===== src/rtl/twl_pkg.sv =====
package twl_pkg;
    localparam int WORD_W = 24;
    localparam int SEL_W  = 2;
    localparam int PAY_W  = WORD_W - SEL_W;
    localparam int N_DST  = 1 << SEL_W;
    localparam int CNT_W  = $clog2(WORD_W + 2);

    typedef enum logic [SEL_W-1:0] {
        SEL_REF  = 2'b00,
        SEL_CNT  = 2'b01,
        SEL_FUNC = 2'b10,
        SEL_INIT = 2'b11
    } sel_e;

    typedef struct packed {
        logic              valid;
        logic              ok;
        logic [WORD_W-1:0] word;
    } frame_t;

    function automatic sel_e sel_of(input logic [WORD_W-1:0] w);
        return sel_e'(w[SEL_W-1:0]);
    endfunction

    function automatic logic [PAY_W-1:0] payload_of(input logic [WORD_W-1:0] w);
        return w[WORD_W-1:SEL_W];
    endfunction
endpackage


===== src/rtl/twl_sync.sv =====
module twl_sync #(
    parameter int N      = 3,
    parameter int STAGES = 2
) (
    input  logic         clk,
    input  logic         rst,
    input  logic [N-1:0] async_in,
    output logic [N-1:0] level,
    output logic [N-1:0] rise
);
    for (genvar b = 0; b < N; b++) begin : g_bit
        logic [STAGES-1:0] chain;
        logic              prev;
        always_ff @(posedge clk) begin
            if (rst) begin
                chain <= '0;
                prev  <= 1'b0;
            end else begin
                chain <= {chain[STAGES-2:0], async_in[b]};
                prev  <= chain[STAGES-1];
            end
        end
        assign level[b] = chain[STAGES-1];
        assign rise[b]  = chain[STAGES-1] & ~prev;
    end
endmodule


===== src/rtl/twl_shifter.sv =====
module twl_shifter
    import twl_pkg::*;
(
    input  logic   clk,
    input  logic   rst,
    input  logic   bit_stb,
    input  logic   bit_val,
    input  logic   load_stb,
    output frame_t frame
);
    localparam logic [CNT_W-1:0] FULL = CNT_W'(WORD_W);
    localparam logic [CNT_W-1:0] OVER = CNT_W'(WORD_W + 1);

    logic [WORD_W-1:0] sreg;
    logic [CNT_W-1:0]  edges;

    always_ff @(posedge clk) begin
        if (rst) begin
            sreg  <= '0;
            edges <= '0;
            frame <= '0;
        end else begin
            frame.valid <= 1'b0;
            if (load_stb) begin
                frame.valid <= 1'b1;
                frame.ok    <= (edges == FULL);
                frame.word  <= sreg;
                edges       <= '0;
            end else if (bit_stb) begin
                sreg <= {sreg[WORD_W-2:0], bit_val};
                if (edges != OVER) edges <= edges + 1'b1;
            end
        end
    end

    p_edges_sat_r9: assert property (@(posedge clk) disable iff (rst)
        edges <= OVER);
    p_count_cleared_r8: assert property (@(posedge clk) disable iff (rst)
        load_stb |=> edges == '0);
endmodule


===== src/rtl/twl_bank.sv =====
module twl_bank
    import twl_pkg::*;
(
    input  logic                        clk,
    input  logic                        rst,
    input  frame_t                      frame,
    output logic [N_DST-1:0][PAY_W-1:0] regs,
    output logic [N_DST-1:0]            upd,
    output logic                        err
);
    sel_e             sel;
    logic [PAY_W-1:0] pay;
    logic             take;

    assign sel  = sel_of(frame.word);
    assign pay  = payload_of(frame.word);
    assign take = frame.valid & frame.ok;

    for (genvar g = 0; g < N_DST; g++) begin : g_dst
        logic hit;
        if (g == int'(SEL_FUNC)) begin : g_shared
            assign hit = take & ((sel == SEL_FUNC) | (sel == SEL_INIT));
        end else begin : g_plain
            assign hit = take & (sel == sel_e'(g));
        end
        always_ff @(posedge clk) begin
            if (rst) begin
                regs[g] <= '0;
                upd[g]  <= 1'b0;
            end else begin
                upd[g] <= hit;
                if (hit) regs[g] <= pay;
            end
        end

        p_hold_r7: assert property (@(posedge clk) disable iff (rst)
            !upd[g] |-> $stable(regs[g]));
        p_pulse_r7: assert property (@(posedge clk) disable iff (rst)
            upd[g] |=> !upd[g]);
    end

    always_ff @(posedge clk) begin
        if (rst)              err <= 1'b0;
        else if (frame.valid) err <= ~frame.ok;
    end

    p_err_quiet_r8: assert property (@(posedge clk) disable iff (rst)
        $rose(err) |-> upd == '0);
    p_err_clear_r10: assert property (@(posedge clk) disable iff (rst)
        (upd != '0) |-> !err);
endmodule


===== src/rtl/three_wire_loader.sv =====
module three_wire_loader
    import twl_pkg::*;
#(
    parameter int SYNC_STAGES = 2
) (
    input  logic             clk,
    input  logic             rst,
    input  logic             ser_clk,
    input  logic             ser_data,
    input  logic             ser_le,
    output logic [PAY_W-1:0] ref_word,
    output logic [PAY_W-1:0] cnt_word,
    output logic [PAY_W-1:0] func_word,
    output logic [PAY_W-1:0] init_word,
    output logic             ref_upd,
    output logic             cnt_upd,
    output logic             func_upd,
    output logic             init_upd,
    output logic             frame_err
);
    localparam int LN_CLK = 0;
    localparam int LN_DAT = 1;
    localparam int LN_LE  = 2;

    logic [2:0]                  lvl, rise;
    frame_t                      frame;
    logic [N_DST-1:0][PAY_W-1:0] regs;
    logic [N_DST-1:0]            upd;

    twl_sync #(.N(3), .STAGES(SYNC_STAGES)) u_sync (
        .clk      (clk),
        .rst      (rst),
        .async_in ({ser_le, ser_data, ser_clk}),
        .level    (lvl),
        .rise     (rise)
    );

    twl_shifter u_shift (
        .clk      (clk),
        .rst      (rst),
        .bit_stb  (rise[LN_CLK]),
        .bit_val  (lvl[LN_DAT]),
        .load_stb (rise[LN_LE]),
        .frame    (frame)
    );

    twl_bank u_bank (
        .clk   (clk),
        .rst   (rst),
        .frame (frame),
        .regs  (regs),
        .upd   (upd),
        .err   (frame_err)
    );

    assign ref_word  = regs[SEL_REF];
    assign cnt_word  = regs[SEL_CNT];
    assign func_word = regs[SEL_FUNC];
    assign init_word = regs[SEL_INIT];
    assign ref_upd   = upd[SEL_REF];
    assign cnt_upd   = upd[SEL_CNT];
    assign func_upd  = upd[SEL_FUNC];
    assign init_upd  = upd[SEL_INIT];

    p_init_func_r6: assert property (@(posedge clk) disable iff (rst)
        init_upd |-> (func_upd && func_word == init_word));
    p_single_write_r7: assert property (@(posedge clk) disable iff (rst)
        (ref_upd || cnt_upd || func_upd) |=> !(ref_upd || cnt_upd || func_upd));
endmodule


===== config.mk =====
export PLATFORM = sky130hd
export DESIGN_NAME = three_wire_loader
export DESIGN_NICKNAME = d
export VERILOG_FILES = /design/src/rtl/twl_pkg.sv /design/src/rtl/twl_sync.sv /design/src/rtl/twl_shifter.sv /design/src/rtl/twl_bank.sv /design/src/rtl/three_wire_loader.sv
export SDC_FILE = /design/constraint.sdc
export NUM_CORES = 1
export LEC_CHECK = 0
export ABC_AREA = 1
export BUFFER_PORTS_ARGS = -buffer_cell sky130_fd_sc_hd__buf_4
export CAP_MARGIN = 5
export CORE_MARGIN = 2
export CORE_UTILIZATION = 30
export DETAILED_ROUTE_END_ITERATION = 10
export PLACE_DENSITY = 0.55
export SETUP_SLACK_MARGIN = 0.1
export SYNTH_ARGS = -nofsm -noshare
export SYNTH_HDL_FRONTEND = slang
export SYNTH_SLANG_ARGS = --single-unit

===== constraint.sdc =====
create_clock -name clk -period 1.85 [get_ports clk]
set_input_delay 0.37 -clock clk [delete_from_list [all_inputs] [get_ports clk]]
set_output_delay 0.37 -clock clk [all_outputs]
set_load 0.1 [all_outputs]

==> results.json, run 1 <==
{
  "hold_buffers": 0,
  "run_status": "finished, final reports clean",
  "internal_power_w": 0.00554,
  "holdCritStartpoint": "ser_clk",
  "critical_path_required_ps": 1480,
  "share_of_total_power_in_sequential_cells": 0.489,
  "synth.area.mux_share": 0,
  "tightestPinTransition_ps": 512,
  "dieHeight_um": 139,
  "final_core_util": 0.385,
  "postRouteWirelength_um": 13200,
  "post-route-period-util": 0.792,
  "dpl.cell_count": 947,
  "grt_pass1_vias": 4073,
  "ys_seq_area_frac": 0.570,
  "ctsLongestPathBuffers": 2,
  "powerDensity_mw_per_mm2": 1010,
  "synth.ff_latch_count": 156,
  "grt_setup_unrepaired": "false",
  "die_x_um": 139,
  "timing.max_slew.rel_slack": 0.657,
  "holdPathStages": 3,
  "synth-compound-area-share": 0.164,
  "cts-buffers-inserted": 17,
  "crit_path_cell_trace": "buf_4",
  "critPathLaunchType": "register",
  "gr-usage-met1": 0.188,
  "antenna-diode-count": 0,
  "grtUsageTotal": 0.137,
  "max_clock_freq_mhz": 682,
  "cpMaxStageDelayCell": "sky130_fd_sc_hd__dfxtp_1",
  "wl_per_cell_um": 13.5,
  "fillCellCount": 1848,
  "first_pass_iters": 4,
  "htreeDepth": 4,
  "crit_family": "flip-flops",
  "crit_end_category": "primary output",
  "antenna_found_initial": 0,
  "gr-total-overflow": 0,
  "finalNetCount": 745,
  "synth_top_family_by_area": "simple AND/OR/NAND/NOR gates",
  "power_switching_w": 0.00146,
  "synthesis.nets": 659,
  "clock_power_share": 0.483,
  "cts_root_buffer": "sky130_fd_sc_hd__clkbuf_16",
  "fin_skew_ps": 7.06,
  "critPathBufInv": 1,
  "worst_hold_path_type": "in2reg",
  "initial_core_util": 0.305,
  "grt_use_met2": 0.207,
  "cts.sink_count": 156,
  "power.share.combinational": 0.028,
  "detail_route.drc_violations": 0,
  "finalWeightedCongestion": 0.733,
  "crit-reg2reg-launch": "u_shift.frame[24]",
  "drt-initial-drc-count": 262,
  "grt_max_usage_layer": "met2",
  "timing_max_transition_violations_final": 0,
  "multiInputGateArea_mm2": 0.00185,
  "ys_types": 24,
  "die_area_mm2": 0.0194,
  "timing.final.hold_violations": 0,
  "setup-violations-final": 0,
  "path_clk_slew_ps": 60,
  "worst_r2r_endpoint": "u_bank.regs[67]",
  "area_delta_synth_final_pct": 26.1,
  "antenna_violating_nets_post_route": 0,
  "maxCapViolations": 0,
  "power.switching_fraction": 0.209,
  "io_buffer_count": 97,
  "placeableCoreArea_mm2": 0.0180,
  "postCtsResizedCells": 0,
  "finish.cell_count_without_fillers": 978,
  "critPathMaxFanout": 2,
  "syn-cell-area_mm2": 0.00548,
  "setup-tns-final_ps": 0,
  "layout_cell_share_with_drive_strength_beyond_1": 0.215,
  "critical_path.max_stage_delay_ps": 370,
  "postCtsSetupBuffers": 0,
  "floorplan.io_pins": 98,
  "dr_total_vias": 4387,
  "gr-usage-met3": 0.0442,
  "finalWorstPathRequiredPeriod_ps": 1470,
  "seqCellArea_mm2": 0.00312,
  "worst_hold_slack_ps": 152,
  "syn_avg_cell_area_um2": 8.41,
  "synth-warning-count": 0,
  "critPathKind": "reg2out",
  "cts_tree": "yes",
  "max-vdd-ir-drop_mv": 0.803,
  "gate_count_of_the_mapped_netlist": 651,
  "worst_skew_pair.late_latency_ps": 420,
  "vias_per_cell": 4.49,
  "worst-r2r-cell-count": 6,
  "post_synth_and_or_nand_nor_area_fraction": 0.168,
  "rows": 49,
  "grt_start_max_net_pins": 73,
  "wire_length_of_the_first_global_routing_pass_um": 21200,
  "r2r_setup_slack_ps": 400,
  "yosys.area_share.xor_xnor": 0,
  "worst_ep_arrival_time_ps": 1100,
  "yosys.area_share.adder": 0.00685,
  "static-leakage-power_nw": 2.74,
  "report.power.total_w": 0.00700,
  "worst_hold_path.endpoint": "u_sync.g_bit[0].chain[0]",
  "hpwl_um": 8940
}
-- power groups by stage --
stage / sequential [W] / clock, W / combinational, W
floorplan: 0.00350 / 0 / 0.000155
global placement: 0.00350 / 0 / 0.000198
detailed placement: 0.00350 / 0 / 0.000198
CTS: 0.00342 / 0.00344 / 0.000199
global route: 0.00343 / 0.00359 / 0.000225
finish: 0.00342 / 0.00338 / 0.000196
-- per-layer routing --
layer  up-vias  share of wire
met5         -              0
met4         0          0.012
met3        14          0.049
met2        93           0.44
li1       2286              -
met1      1994           0.50
-- state kept, by name, indices dropped and copies added (netlist names) --
name                cells
u_bank.regs            88
u_shift.frame          26
u_shift.sreg           24
u_sync.g_bit.chain      6
u_shift.edges           5
u_bank.upd              4
u_sync.g_bit.prev       2
u_bank.err              1
-- cells by family after synthesis --
logic type / count (synthesis)
simple gates: 217
compound gates: 168
flops: 156
buf+inv: 107
fa+ha+maj: 3
-- how the worst max path moves through the flow --
stage	slack (ps)	startpoint	depth (start not counted)	to
6_report	380	u_bank.regs[76]	1	init_word[10]
5_1_grt	260	u_shift.frame[1]	4	u_bank.regs[70]
4_1_cts	360	u_bank.regs[54]	1	func_word[10]
3_5_place_dp	410	u_shift.frame[24]	6	u_bank.regs[68]
3_3_place_gp	440	rst	4	u_shift.frame[1]
2_1_floorplan	560	u_bank.regs[66]	0	init_word[0]
-- cells in the mapped netlist (all sizes together) --
library cell | instances | share of area
o21ai | 101 | 0.098
buf | 34 | 0.041
inv | 65 | 0.045
clkbuf | 8 | 0.0057
ha | 3 | 0.0069
nor2 | 122 | 0.087
nand2 | 49 | 0.038
nand4 | 1 | 0.0011
nand3 | 45 | 0.042
o22ai | 17 | 0.019
a21oi | 50 | 0.046
dfxtp | 156 | 0.57
-- cells in the final DEF, fill, tap and decap left out, drive strengths merged --
cell and instances:
dfxtp 156, nor2 122, buf 109, o21ai 101, inv 65, a21oi 50
nand2 49, nand3 45, clkbuf 24, o22ai 17, clkinv 5, ha 3
bufinv 2, nand4 1
-- final cells by class --
cell class                 instances  share of cell area
clock buffer                      24              0.0697
timing repair buffer             109               0.120
inverter                          65              0.0357
sequential                       156               0.452
tap                              229              0.0415
multi-input combinational        388               0.268
clock inverter                     7              0.0129
-- per-stage QoR --
stage	setup WS (ps)	cell area (um2)
global placement	442	6340
detailed placement	410	6340
CTS	361	6910
global route	257	6910
floorplan	555	5480
finish	384	6910
No activity file was read; power rests on OpenSTA's default activity.
==> run 2, diff against run 1 <==
- clock period: 1.85 -> 1.35 ns (I/O delays scaled with it)
==> run 2 against run 1 <==
Compared with the run above: final area up 22%; highest routed layer unchanged; critical path depth did not move; global-route usage grew 0.82 points; via count increased by 3.5%; critical path type unchanged; non-clock buffer count up 15; worst hold slack got worse by 98 ps; combinational power is 48% higher; clock power rose by 42%; final cell count rose by 1.6%; sequential power is 36% higher; critical endpoint is now func_word[2].
==> results.json, run 2 (synthesized netlist as in run 1, its figures left out) <==
{
  "run_status": "finished, final reports clean",
  "worst_hold_path_type": "in2reg",
  "power_switching_w": 0.00205,
  "powerDensity_mw_per_mm2": 1150,
  "most_common_cell_after_layout_fill_and_taps_aside": "sky130_fd_sc_hd__nor2_1",
  "cpMaxStageDelayCell": "sky130_fd_sc_hd__dfxtp_2",
  "final_core_util": 0.471,
  "postRouteWirelength_um": 13800,
  "grtUsageTotal": 0.145,
  "die_x_um": 139,
  "gr-usage-met3": 0.0366,
  "wire_length_of_the_first_global_routing_pass_um": 22400,
  "share_of_total_power_in_sequential_cells": 0.478,
  "cts.sink_count": 156,
  "finalWeightedCongestion": 0.709,
  "timing.max_slew.rel_slack": 0.778,
  "crit_family": "flip-flops",
  "maxCapViolations": 0,
  "timing_max_transition_violations_final": 0,
  "cts_tree": "yes",
  "grt_setup_unrepaired": "true",
  "die_area_mm2": 0.0194,
  "detail_route.drc_violations": 0,
  "wl_per_cell_um": 13.9,
  "dr_total_vias": 4542,
  "worst_ep_arrival_time_ps": 980,
  "tightestPinTransition_ps": 333,
  "grt_pass1_vias": 4258,
  "grt_use_met2": 0.228,
  "critical_path.max_stage_delay_ps": 370,
  "critical_path_required_ps": 1080,
  "io_buffer_count": 97,
  "finalNetCount": 760,
  "flip_flop_count_of_the_largest_register_after_layout": 88,
  "antenna-diode-count": 0,
  "vias_per_cell": 4.57,
  "critPathLaunchType": "register",
  "critPathKind": "reg2out",
  "placeableCoreArea_mm2": 0.0180,
  "finalWorstPathRequiredPeriod_ps": 1250,
  "grt_start_max_net_pins": 57,
  "crit_end_category": "primary output",
  "floorplan.io_pins": 98,
  "grt_max_usage_layer": "met2",
  "antenna_violating_nets_post_route": 0,
  "setup-violations-final": 0,
  "first_pass_iters": 4,
  "antenna_found_initial": 0,
  "layout_common_cells": "sky130_fd_sc_hd__nor2_1 (119), sky130_fd_sc_hd__buf_12 (98), sky130_fd_sc_hd__dfxtp_2 (79)",
  "internal_power_w": 0.00771,
  "critPathMaxFanout": 2,
  "power.switching_fraction": 0.210,
  "timing.final.hold_violations": 0,
  "hpwl_um": 9380,
  "drt-initial-drc-count": 260,
  "dieHeight_um": 139,
  "static-leakage-power_nw": 3.14,
  "power.share.combinational": 0.030,
  "max_clock_freq_mhz": 802,
  "fillCellCount": 1644,
  "worst_skew_pair.late_latency_ps": 430,
  "ctsLongestPathBuffers": 2,
  "hold_buffers": 0,
  "multiInputGateArea_mm2": 0.00186,
  "fin_skew_ps": 17.0,
  "gr-total-overflow": 0,
  "largest_registers": "u_bank.regs: 88 flops, u_shift.frame: 26 flops, u_shift.sreg: 24 flops",
  "initial_core_util": 0.305,
  "seqCellArea_mm2": 0.00329,
  "htreeDepth": 4,
  "rows": 49,
  "path_clk_slew_ps": 60,
  "cts-buffers-inserted": 17,
  "gr-usage-met1": 0.190,
  "max_flop_register": "u_bank.regs",
  "critPathBufInv": 1,
  "cts_root_buffer": "sky130_fd_sc_hd__clkbuf_16",
  "setup-tns-final_ps": 0,
  "post-route-period-util": 0.923,
  "max-vdd-ir-drop_mv": 0.822,
  "layout_cell_share_with_drive_strength_beyond_1": 0.366,
  "clock_power_share": 0.493,
  "crit_path_cell_trace": "buf_12",
  "area_delta_synth_final_pct": 54.4
}
run 2: cell types whose count changed in the layout (fill, tap and decap cells not counted), moves of 22 or more:
cell / before / now
sky130_fd_sc_hd__buf_12: 1 / 98
sky130_fd_sc_hd__dfxtp_1: 156 / 60
sky130_fd_sc_hd__buf_4: 108 / 24
sky130_fd_sc_hd__dfxtp_2: 0 / 79
sky130_fd_sc_hd__o21ai_0: 81 / 58
sky130_fd_sc_hd__o21ai_1: 11 / 33
run 2: stage by stage:
step                      worst slack (ps)  total power, W  instances  hold slack [ps]  cell area [um2]
after CTS                             78.1         0.00987        990             44.4             8360
after floorplan                        117         0.00500        651              377             5490
after detailed placement              71.8         0.00508        958              397             6480
after global routing                  61.3          0.0101        994             52.8             8460
after global placement                99.9         0.00507        958              398             6480
final                                  104         0.00976        994             53.8             8460
run 2: repair_timing:
action / in CTS / in global routing
setup endpoints to repair: 107 / 104
gates resized for setup: 369 / 45
buffers inserted: 0 / 4
pin swaps: 0 / 1
run 2: routing by layer:
metal  up-vias  share of wire
met5         -              0
met4         0          0.018
met3        13          0.042
met2        87           0.47
met1      2124           0.47
li1       2318              -
run 2: power groups by stage:
stage               sequential (W)  clock [W]  combinational [W]
global placement           0.00479          0           0.000280
finish                     0.00466    0.00481           0.000290
CTS                        0.00467    0.00491           0.000284
floorplan                  0.00479          0           0.000212
detailed placement         0.00479          0           0.000282
global route               0.00466    0.00513           0.000330
run 2: final timing paths:
path         slack, ps                  endpoint  cells after the start                      from
max                100              func_word[2]                      1           u_bank.regs[46]
min                 50  u_sync.g_bit[2].chain[0]                      3                    ser_le
max reg2reg        170           u_bank.regs[72]                      7         u_shift.frame[24]
min reg2reg        400  u_sync.g_bit[1].chain[1]                      2  u_sync.g_bit[1].chain[0]
run 2: area by class of cell:
type / count / area share
Tap cell: 229 / 0.0339
Timing Repair Buffer: 124 / 0.256
Multi-Input combinational cell: 388 / 0.219
Inverter: 65 / 0.0306
Clock buffer: 20 / 0.0540
Clock inverter: 12 / 0.0172
Sequential cell: 156 / 0.389
